<file path="src/rtl/dch_pkg.sv">
package dch_pkg;
  typedef enum logic [1:0] {
    ST_IDLE    = 2'd0,
    ST_REQUEST = 2'd1,
    ST_SEND    = 2'd2,
    ST_BACKOFF = 2'd3
  } dch_state_e;
endpackage

</file>
<file path="src/rtl/dch_grant_sampler.sv">
module dch_grant_sampler (
  input  logic clk_i,
  input  logic rst_ni,
  input  logic fsync_i,
  input  logic grant_i,
  output logic grant_ind_o
);
  always_ff @(posedge clk_i or negedge rst_ni) begin
    if (!rst_ni)      grant_ind_o <= 1'b0;
    else if (fsync_i) grant_ind_o <= grant_i;
  end

  AST_GIND_HOLD: assert property (@(posedge clk_i) disable iff (!rst_ni)
    !$past(fsync_i) |-> $stable(grant_ind_o));
endmodule

</file>
<file path="src/rtl/dch_buf_tracker.sv">
module dch_buf_tracker #(
  parameter int RETRY_BUFS = 2,
  localparam int BW = $clog2(RETRY_BUFS + 1)
) (
  input  logic clk_i,
  input  logic rst_ni,
  input  logic clr_i,
  input  logic adv_i,
  output logic late_o
);
  logic [BW-1:0] cnt_q;

  assign late_o = (cnt_q >= BW'(RETRY_BUFS));

  always_ff @(posedge clk_i or negedge rst_ni) begin
    if (!rst_ni)                cnt_q <= '0;
    else if (clr_i)             cnt_q <= '0;
    else if (adv_i && !late_o)  cnt_q <= cnt_q + 1'b1;
  end

  AST_BUF_BOUND: assert property (@(posedge clk_i) disable iff (!rst_ni)
    cnt_q <= BW'(RETRY_BUFS));
endmodule

</file>
<file path="src/rtl/dch_retry_ctr.sv">
module dch_retry_ctr #(
  parameter int CNT_W = 4
) (
  input  logic             clk_i,
  input  logic             rst_ni,
  input  logic             clr_i,
  input  logic             inc_i,
  input  logic [CNT_W-1:0] max_i,
  output logic             flag_o
);
  logic [CNT_W-1:0] cnt_q;
  logic             sat;

  assign sat = &cnt_q;

  always_ff @(posedge clk_i or negedge rst_ni) begin
    if (!rst_ni) begin
      cnt_q  <= '0;
      flag_o <= 1'b0;
    end else if (clr_i) begin
      cnt_q  <= '0;
      flag_o <= 1'b0;
    end else if (inc_i) begin
      if (!sat)          cnt_q  <= cnt_q + 1'b1;
      if (cnt_q >= max_i) flag_o <= 1'b1;
    end
  end

  AST_FLAG_STICKY: assert property (@(posedge clk_i) disable iff (!rst_ni)
    $past(flag_o) && !$past(clr_i) |-> flag_o);
endmodule

</file>
<file path="src/rtl/dch_arbiter.sv">
module dch_arbiter
  import dch_pkg::*;
#(
  parameter int CNT_W      = 4,
  parameter int RETRY_BUFS = 2
) (
  input  logic             clk_i,
  input  logic             rst_ni,
  input  logic             fsync_i,
  input  logic             grant_i,
  input  logic             pending_i,
  input  logic             buf_next_i,
  input  logic             frame_done_i,
  input  logic [CNT_W-1:0] max_retry_i,
  output logic             req_o,
  output logic             tx_en_o,
  output logic             restart_o,
  output logic             grant_ind_o,
  output logic             late_err_o,
  output logic             retry_flag_o
);
  dch_state_e state_q, state_d;
  logic late;
  logic open_win;
  logic collide;
  logic retry_now;
  logic drop_now;
  logic new_frame;
  logic buf_clr;

  assign open_win  = fsync_i && grant_i;
  assign collide   = (state_q == ST_SEND) && !grant_i;
  assign retry_now = collide && !late;
  assign drop_now  = collide && late;
  assign new_frame = (state_q == ST_IDLE) && pending_i;
  assign buf_clr   = (state_q != ST_SEND) || collide;

  always_comb begin
    state_d = state_q;
    unique case (state_q)
      ST_IDLE:    if (pending_i) state_d = ST_REQUEST;
      ST_REQUEST: if (open_win)  state_d = ST_SEND;
      ST_SEND: begin
        if (retry_now)         state_d = ST_BACKOFF;
        else if (drop_now)     state_d = ST_IDLE;
        else if (frame_done_i) state_d = ST_IDLE;
      end
      ST_BACKOFF: if (open_win)  state_d = ST_SEND;
      default:                   state_d = ST_IDLE;
    endcase
  end

  always_ff @(posedge clk_i or negedge rst_ni) begin
    if (!rst_ni) begin
      state_q    <= ST_IDLE;
      restart_o  <= 1'b0;
      late_err_o <= 1'b0;
    end else begin
      state_q    <= state_d;
      restart_o  <= retry_now;
      late_err_o <= drop_now;
    end
  end

  assign req_o   = (state_q != ST_IDLE);
  assign tx_en_o = (state_q == ST_SEND) && grant_i;

  dch_grant_sampler u_gsamp (
    .clk_i       (clk_i),
    .rst_ni      (rst_ni),
    .fsync_i     (fsync_i),
    .grant_i     (grant_i),
    .grant_ind_o (grant_ind_o)
  );

  dch_buf_tracker #(.RETRY_BUFS(RETRY_BUFS)) u_bufs (
    .clk_i  (clk_i),
    .rst_ni (rst_ni),
    .clr_i  (buf_clr),
    .adv_i  (buf_next_i),
    .late_o (late)
  );

  dch_retry_ctr #(.CNT_W(CNT_W)) u_retry (
    .clk_i  (clk_i),
    .rst_ni (rst_ni),
    .clr_i  (new_frame),
    .inc_i  (retry_now),
    .max_i  (max_retry_i),
    .flag_o (retry_flag_o)
  );

  AST_SEND_ENTRY: assert property (@(posedge clk_i) disable iff (!rst_ni)
    (state_q == ST_SEND) && ($past(state_q) != ST_SEND) |-> $past(fsync_i && grant_i));
  AST_RESTART_ONE: assert property (@(posedge clk_i) disable iff (!rst_ni)
    restart_o |=> !restart_o);
  AST_RESTART_BACKOFF: assert property (@(posedge clk_i) disable iff (!rst_ni)
    restart_o |-> (state_q == ST_BACKOFF));
  AST_LATE_NO_RESTART: assert property (@(posedge clk_i) disable iff (!rst_ni)
    late_err_o |-> !restart_o && !req_o);
  AST_REQ_DROP: assert property (@(posedge clk_i) disable iff (!rst_ni)
    $fell(req_o) |-> $past(frame_done_i || !grant_i));
  AST_BACKOFF_WAIT: assert property (@(posedge clk_i) disable iff (!rst_ni)
    ($past(state_q) == ST_BACKOFF) && !$past(fsync_i) |-> (state_q == ST_BACKOFF));
endmodule

</file>
<file path="config.mk">
export PLATFORM = sky130hd
export DESIGN_NAME = dch_arbiter
export DESIGN_NICKNAME = d
export VERILOG_FILES = /design/src/rtl/dch_pkg.sv /design/src/rtl/dch_grant_sampler.sv /design/src/rtl/dch_buf_tracker.sv /design/src/rtl/dch_retry_ctr.sv /design/src/rtl/dch_arbiter.sv
export SDC_FILE = /design/constraint.sdc
export NUM_CORES = 1
export LEC_CHECK = 0
export BUFFER_PORTS_ARGS = -buffer_cell sky130_fd_sc_hd__buf_2
export CORE_MARGIN = 2
export CORE_UTILIZATION = 45
export DETAILED_ROUTE_END_ITERATION = 16
export PLACE_DENSITY = 0.72
export SYNTH_ARGS = -nofsm -noshare
export SYNTH_HDL_FRONTEND = slang
export SYNTH_SLANG_ARGS = --single-unit
export TNS_END_PERCENT = 30
</file>
<file path="constraint.sdc">
create_clock -name clk_i -period 1.6 [get_ports clk_i]
set_input_delay 0.16 -clock clk_i [delete_from_list [all_inputs] [get_ports clk_i]]
set_output_delay 0.16 -clock clk_i [all_outputs]
set_load 0.05 [all_outputs]
</file>
==> results of run 1 <==
## cell usage in the layout (no fill, tap or decap), types with 2 or more instances in the layout
cell and count:
buf_2 16, dfrtp_1 12, inv_1 10, buf_4 7, nor2_1 6, nand2_1 6, ha_1 6, a21oi_1 5
nor3_1 3, o21ai_1 3, o21ai_0 3, clkbuf_4 3, nand3_1 2, and3_1 2
## power groups by stage
stage / sequential [mW] / clock (mW) / combinational (mW)
after floorplan: 0.459 / 0 / 0.279
after global placement: 0.428 / 0 / 0.443
after detailed placement: 0.427 / 0 / 0.449
after CTS: 0.422 / 0.248 / 0.453
after global routing: 0.430 / 0.265 / 0.515
final: 0.421 / 0.241 / 0.455
## kinds of logic after synthesis
kind of cell / after synthesis / synth area share (%)
buf+inv: 10 / 5.57
flops: 12 / 44.5
fa+ha+maj: 6 / 11.1
xor+xnor: 1 / 1.30
compound gates: 15 / 13.7
simple gates: 27 / 23.7
## per-stage QoR
stage | area [sq um] | std cells | setup WS (ns) | utilization [%] | total power, mW
2_1_floorplan | 674 | 71 | 0.0204 | - | 0.738
3_3_place_gp | 826 | 109 | 0.0682 | 61.2 | 0.871
3_5_place_dp | 826 | 109 | 0.0424 | 61.2 | 0.876
4_1_cts | 872 | 114 | 0.0293 | 64.6 | 1.12
5_1_grt | 877 | 114 | 0.00117 | 65.0 | 1.21
6_report | 877 | 114 | 0.0510 | 65.0 | 1.12
## state kept, by name, summed over array words and instances, names as in the netlist
name / count
u_retry.flag_o: 1
late_err_o: 1
u_gsamp.grant_ind_o: 1
u_bufs.cnt_q: 2
restart_o: 1
state_q: 2
u_retry.cnt_q: 4
## worst max-delay path by stage
stage / depth (start not counted) / startpoint / to
after global placement: 5 / u_retry.cnt_q[0] / u_retry.cnt_q[1]
final: 5 / u_retry.cnt_q[0] / u_retry.cnt_q[0]
after CTS: 5 / u_retry.cnt_q[0] / u_retry.cnt_q[0]
after detailed placement: 5 / u_retry.cnt_q[0] / u_retry.cnt_q[1]
after global routing: 6 / u_bufs.cnt_q[0] / u_retry.cnt_q[2]
after floorplan: 5 / u_retry.cnt_q[0] / u_retry.cnt_q[0]
## area by class of cell
class / instances / share of cell area (%)
Clock buffer: 4 / 4.14
Inverter: 10 / 4.28
Multi-Input combinational cell: 49 / 38.9
Sequential cell: 12 / 34.2
Tap cell: 15 / 2.14
Timing Repair Buffer: 24 / 16.3
## metal layers
metal,share of wire [%],GRT usage (%)
met5,0,0
met4,0,7.50
met3,4.3,3.83
met2,49,26.1
met1,46,19.1
## critical path, stage by stage, from the launching register on
cell and delay, ns:
dfrtp_1 0.38, ha_1 0.21, and3_1 0.18, or4b_4 0.51, nand3_1 0.10, o21ai_1 0.06
## what timing repair did
item,4_1_cts,5_1_grt
hold buffers,1,0
gates resized for setup,0,1
hold endpoints to repair,12,0
endpoints found under the setup margin,0,2
==> reports/qor.log, run 1 <==
INFO  detailed_routing post_route_antenna_net_violation_count=0
INFO  detailed_routing route.vias.total=578
INFO  global_routing grt_max_degree=13
INFO  global_routing globalRoute.totalOverflow=0
INFO  timing         total_neg_setup_slack=0ns
INFO  worst_hold_path timing.hold.worst.start=fsync_i
INFO  timing         minimum_period_implied_by_the_final_worst_setup_slack=1.55ns
INFO  clocking       cts.reportedPaths.clkPinSlew=0.08ns
INFO  detailed_routing detail_route.drc_violations=0
INFO  power          switching_share=38.7%
INFO  timing         final_max_slew_viol_count=0
INFO  yosys          synth_area=674squm
INFO  detailed_routing wire_per_inst=10.7um
INFO  setup_path     crit-reg2reg-launch=u_retry.cnt_q[0]
INFO  yosys          syn-mean-instance-area=9.50squm
INFO  clocking       clock_sink_count=12
INFO  layout         multi_input_comb_area=342squm
INFO  setup_path     end_kind=flop
INFO  worst_hold_path hold-path-endpoint=u_gsamp.grant_ind_o
INFO  global_routing first_global_vias=559
INFO  setup_path     worst-path-max-fanout=4
INFO  global_routing grt_antenna_before_repair=0
INFO  floorplanning  num_rows=13
INFO  power          switchingPower=433uW
INFO  power          leak_pwr=0.493nW
INFO  layout         fin_nets=117
INFO  worst_hold_path min-delay-path-class=in2reg
INFO  run            maxCapViolCount=0
INFO  floorplanning  die_area=1820squm
INFO  yosys          synth_flop_cell=dfrtp_1
INFO  yosys          synth_common_cells=dfrtp_1, inv_1, ha_1, nand2_1, nor2_1
INFO  layout         fillCellCount=122
INFO  floorplanning  design.core.area=1350squm
INFO  placed_design  buffer_ports.inserted=16
INFO  yosys          syn_inst=71
INFO  clocking       postCtsSetupRepairBufs=0
INFO  yosys          postSynthNetCount=88
INFO  timing         relSlewSlack=78.2%
INFO  setup_path     worst_reg2reg_path_depth=5
INFO  clocking       numCtsBuffers=3
INFO  setup_path     rr_endpoint=u_retry.cnt_q[0]
INFO  power          power.density=1270nW/um^2
INFO  power          ir_drop=0.751mV
INFO  timing         rsz_0062_raised_after_global_routing=no
INFO  power          power_report.internal_total=685uW
INFO  timing         whs=0.109ns
INFO  yosys          synth.distinct_cells=23
INFO  yosys          yosys_warnings=0
INFO  timing         timing.final.setup_violations=0
INFO  yosys          asr_flop_ratio_synth=100%
INFO  timing         final_min_period_over_clock_period=96.8%
INFO  layout         n_antenna_cell=0
INFO  layout         layout-drive-gt1-share=32.3%
INFO  timing         skew=0.000598ns
INFO  setup_path     rrSetupSlack=0.05ns
INFO  placed_design  gp_congestion=0.737
INFO  timing         worst_margin_pin_slew=0.324ns
INFO  yosys          synth-seq-cells=12
INFO  setup_path     criticalPathCategory=reg2reg
INFO  layout         seqCellArea=300squm
INFO  detailed_routing vias_per_cell=5.07
INFO  clocking       clockBufferDepth=2
INFO  setup_path     startpoint_type=flop
INFO  floorplanning  die_x=42.7um
INFO  layout         area_delta_synth_final=30.1%
INFO  detailed_routing drt-pass1-iter-count=2
INFO  global_routing globalRouteTotalUtil=15.8%
INFO  detailed_routing detail_route.wirelength=1220um
INFO  setup_path     worst-endpoint-arrival=1.71ns
INFO  yosys          edff_count_synth=0
INFO  setup_path     crit_required=1.76ns
INFO  yosys          synth_top_area_share=44.5%
INFO  floorplanning  floorplan.die.height=42.7um
INFO  global_routing wire_length_of_the_first_global_routing_pass=2150um
INFO  yosys          synth_area_leader_cell=dfrtp_1
INFO  power          clock_power_share=21.6%
INFO  clocking       cts_htree_levels=1
INFO  floorplanning  ios=17
INFO  worst_hold_path worst_hold_path.num_cells=2
INFO  clocking       worst_skew_pair.late_latency=0.27ns
INFO  placed_design  place_hpwl=960um
INFO  timing         fmax=646MHz
INFO  floorplanning  initial_utilization=50.0%
INFO  power          combPwrFrac=40.7%
INFO  yosys          post_synth_main_area_contributors=dfrtp_1, ha_1, inv_1, a21oi_1, nand2_1
INFO  clocking       root_buffer_selected_by_cts=clkbuf_4
INFO  timing         timing.final.hold_violations=0
INFO  yosys          post-synth-top-count-cell=dfrtp_1
INFO  outcome        run_status=complete, no violations
INFO  clocking       tritoncts=built
INFO  detailed_routing dr.first_iter.drc_count=4
INFO  power          p_seq_share=37.7%
INFO  yosys          ys_seq_area_share=44.5%
Note: power is estimated with default switching activity, not from simulation.
==> inputs of run 2 (changes only) <==
--- a/config.mk
+++ b/config.mk
@@ -9,6 +9,7 @@
 export CORE_MARGIN = 2
 export CORE_UTILIZATION = 45
 export DETAILED_ROUTE_END_ITERATION = 16
+export GPL_TIMING_DRIVEN = 0
 export PLACE_DENSITY = 0.72
 export SYNTH_ARGS = -nofsm -noshare
 export SYNTH_HDL_FRONTEND = slang
==> run 2 against run 1 <==
Effect of this change: largest cell class unchanged; die area did not move; cell count fell by 4.4%; clock power fell by 26%; via count increased by 1.2%; sequential share of layout area barely moved; worst setup slack got worse by 0.0038 ns.
==> reports/qor.log, run 2 (synthesis gave the netlist of run 1 again) <==
INFO  setup_path     rrSetupSlack=0.05ns
INFO  layout         layout.cells.most_common=buf_2
INFO  placed_design  buffer_ports.inserted=16
INFO  outcome        run_status=complete, no violations
INFO  timing         total_neg_setup_slack=0ns
INFO  timing         minimum_period_implied_by_the_final_worst_setup_slack=1.55ns
INFO  setup_path     worst-endpoint-arrival=1.71ns
INFO  layout         n_antenna_cell=0
INFO  timing         skew=0.00503ns
INFO  timing         fmax=644MHz
INFO  timing         final_max_slew_viol_count=0
INFO  setup_path     startpoint_type=flop
INFO  timing         whs=0.131ns
INFO  placed_design  worst_slack_placed=-0.0695ns
INFO  setup_path     worst_reg2reg_path_depth=5
INFO  layout         fillCellCount=127
INFO  timing         timing.final.hold_violations=0
INFO  floorplanning  floorplan.die.height=42.7um
INFO  layout         flip_flop_count_of_the_largest_register_after_layout=4
INFO  detailed_routing detail_route.wirelength=1340um
INFO  layout         multi_input_comb_area=387squm
INFO  clocking       tritoncts=built
INFO  detailed_routing route.vias.total=585
INFO  global_routing met1_usage=19.1%
INFO  detailed_routing wire_per_inst=12.3um
INFO  worst_hold_path hold-path-endpoint=u_gsamp.grant_ind_o
INFO  global_routing grt_antenna_before_repair=0
INFO  timing         worst_margin_pin_slew=0.431ns
INFO  global_routing globalRoute.totalOverflow=0
INFO  layout         most-common-layout-cells=buf_2, dfrtp_1, inv_1
INFO  placed_design  gp_congestion=0.715
INFO  layout         final_cells=109
INFO  global_routing first_global_vias=514
INFO  setup_path     criticalPathCategory=reg2reg
INFO  timing         relSlewSlack=71.0%
INFO  global_routing wire_length_of_the_first_global_routing_pass=2180um
INFO  power          power.density=1250nW/um^2
INFO  detailed_routing detail_route.drc_violations=0
INFO  layout         seqCellArea=302squm
INFO  setup_path     crit_required=1.76ns
INFO  layout         layout-drive-gt1-share=36.2%
INFO  clocking       clockBufferDepth=2
INFO  timing         final_min_period_over_clock_period=97.1%
INFO  setup_path     end_kind=flop
INFO  floorplanning  ios=17
INFO  floorplanning  num_rows=13
INFO  clocking       numCtsBuffers=3
INFO  layout         registers.top_by_ff_count=u_retry.cnt_q
INFO  clocking       root_buffer_selected_by_cts=clkbuf_4
INFO  detailed_routing vias_per_cell=5.37
INFO  floorplanning  die_x=42.7um
INFO  floorplanning  design.core.area=1350squm
INFO  placed_design  placedInstanceArea=773squm
INFO  setup_path     crit-reg2reg-launch=u_retry.cnt_q[0]
INFO  global_routing grt_max_degree=13
INFO  placed_design  place_hpwl=936um
INFO  global_routing grt_use_met3=5.11%
INFO  power          leak_pwr=0.471nW
INFO  run            maxCapViolCount=0
INFO  timing         post-route-worst-setup-slack=0.0472ns
INFO  setup_path     rr_endpoint=u_retry.cnt_q[1]
INFO  layout         reg_top3=u_retry.cnt_q x4, state_q x2, u_bufs.cnt_q x2
INFO  power          ir_drop=0.526mV
INFO  global_routing grt_use_met2=27.0%
INFO  clocking       cts_htree_levels=1
INFO  timing         timing.final.setup_violations=0
INFO  worst_hold_path worst_hold_path.num_cells=2
INFO  global_routing grt_busiest_layer=met2
INFO  clocking       worst_skew_pair.late_latency=0.27ns
INFO  detailed_routing dr.first_iter.drc_count=9
INFO  layout         post_layout_inst_area=880squm
INFO  clocking       cts.reportedPaths.clkPinSlew=0.07ns
INFO  floorplanning  initial_utilization=50.0%
INFO  clocking       clock_sink_count=12
INFO  floorplanning  die_area=1820squm
INFO  worst_hold_path timing.hold.worst.start=fsync_i
INFO  layout         area_delta_synth_final=30.4%
INFO  detailed_routing post_route_antenna_net_violation_count=0
INFO  layout         fin_nets=113
INFO  placed_design  dp_cells=102
INFO  detailed_routing drt-pass1-iter-count=4
INFO  worst_hold_path min-delay-path-class=in2reg
INFO  global_routing globalRouteTotalUtil=16.1%
INFO  setup_path     worst-path-max-fanout=4
## run 2: cell types whose count changed in the layout (fill, tap and decap cells not counted), moves of 2 or more
cell | previous run | this run
o21ai_2 | 0 | 2
buf_4 | 7 | 3
ha_4 | 0 | 2
o21ai_1 | 3 | 1
ha_1 | 6 | 4
## run 2: worst max path at each step
stage               slack [ns]                to  depth (start not counted)             start
global route            -0.006  u_retry.cnt_q[2]                          4   u_bufs.cnt_q[1]
CTS                      0.003  u_retry.cnt_q[1]                          5   u_bufs.cnt_q[1]
detailed placement       -0.07  u_retry.cnt_q[0]                          5   u_bufs.cnt_q[1]
floorplan                 0.02  u_retry.cnt_q[0]                          5  u_retry.cnt_q[0]
finish                    0.05  u_retry.cnt_q[1]                          5  u_retry.cnt_q[0]
global placement         -0.06  u_retry.cnt_q[0]                          5   u_bufs.cnt_q[1]
## run 2: area by class of cell
type / instances / area share (%)
Clock buffer: 3 / 2.56
Multi-Input combinational cell: 49 / 44.0
Inverter: 10 / 4.27
Tap cell: 15 / 2.13
Timing Repair Buffer: 20 / 12.8
Sequential cell: 12 / 34.3
## run 2: worst max-delay path, cell delays in order (launching register included)
cell and delay [ns]:
dfrtp_1 0.41, ha_4 0.18, and3_1 0.18, or4b_4 0.53
nand3_2 0.10, o21ai_2 0.05
## run 2: report_power, final
| group | total (mW) | switching, mW | internal (mW) |
|---|---|---|---|
| sequential | 0.434 | 0.0668 | 0.368 |
| combinational | 0.490 | 0.297 | 0.193 |
| clock | 0.179 | 0.0921 | 0.0869 |
## run 2: metrics by stage
| step | utilization, % | power, mW |
|---|---|---|
| final | 65.2 | 1.10 |
| after global routing | 65.2 | 1.20 |
| after CTS | 61.4 | 1.06 |
| after detailed placement | 57.3 | 0.839 |
| after global placement | 57.3 | 0.828 |
| after floorplan | - | 0.738 |
## run 2: layer usage
metal / up-vias / share of wire (%)
met1: 271 / 41
met5: - / 0
li1: 298 / -
met2: 14 / 53
met3: 2 / 5.0
met4: 0 / 0.74
## run 2: what timing repair did
action | CTS | global route
setup endpoints to repair | 2 | 3
setup buffers | 2 | 1
pin swaps | 0 | 4
hold buffers | 1 | 0
gates resized for setup | 3 | 8
endpoints found under the hold margin | 12 | 0
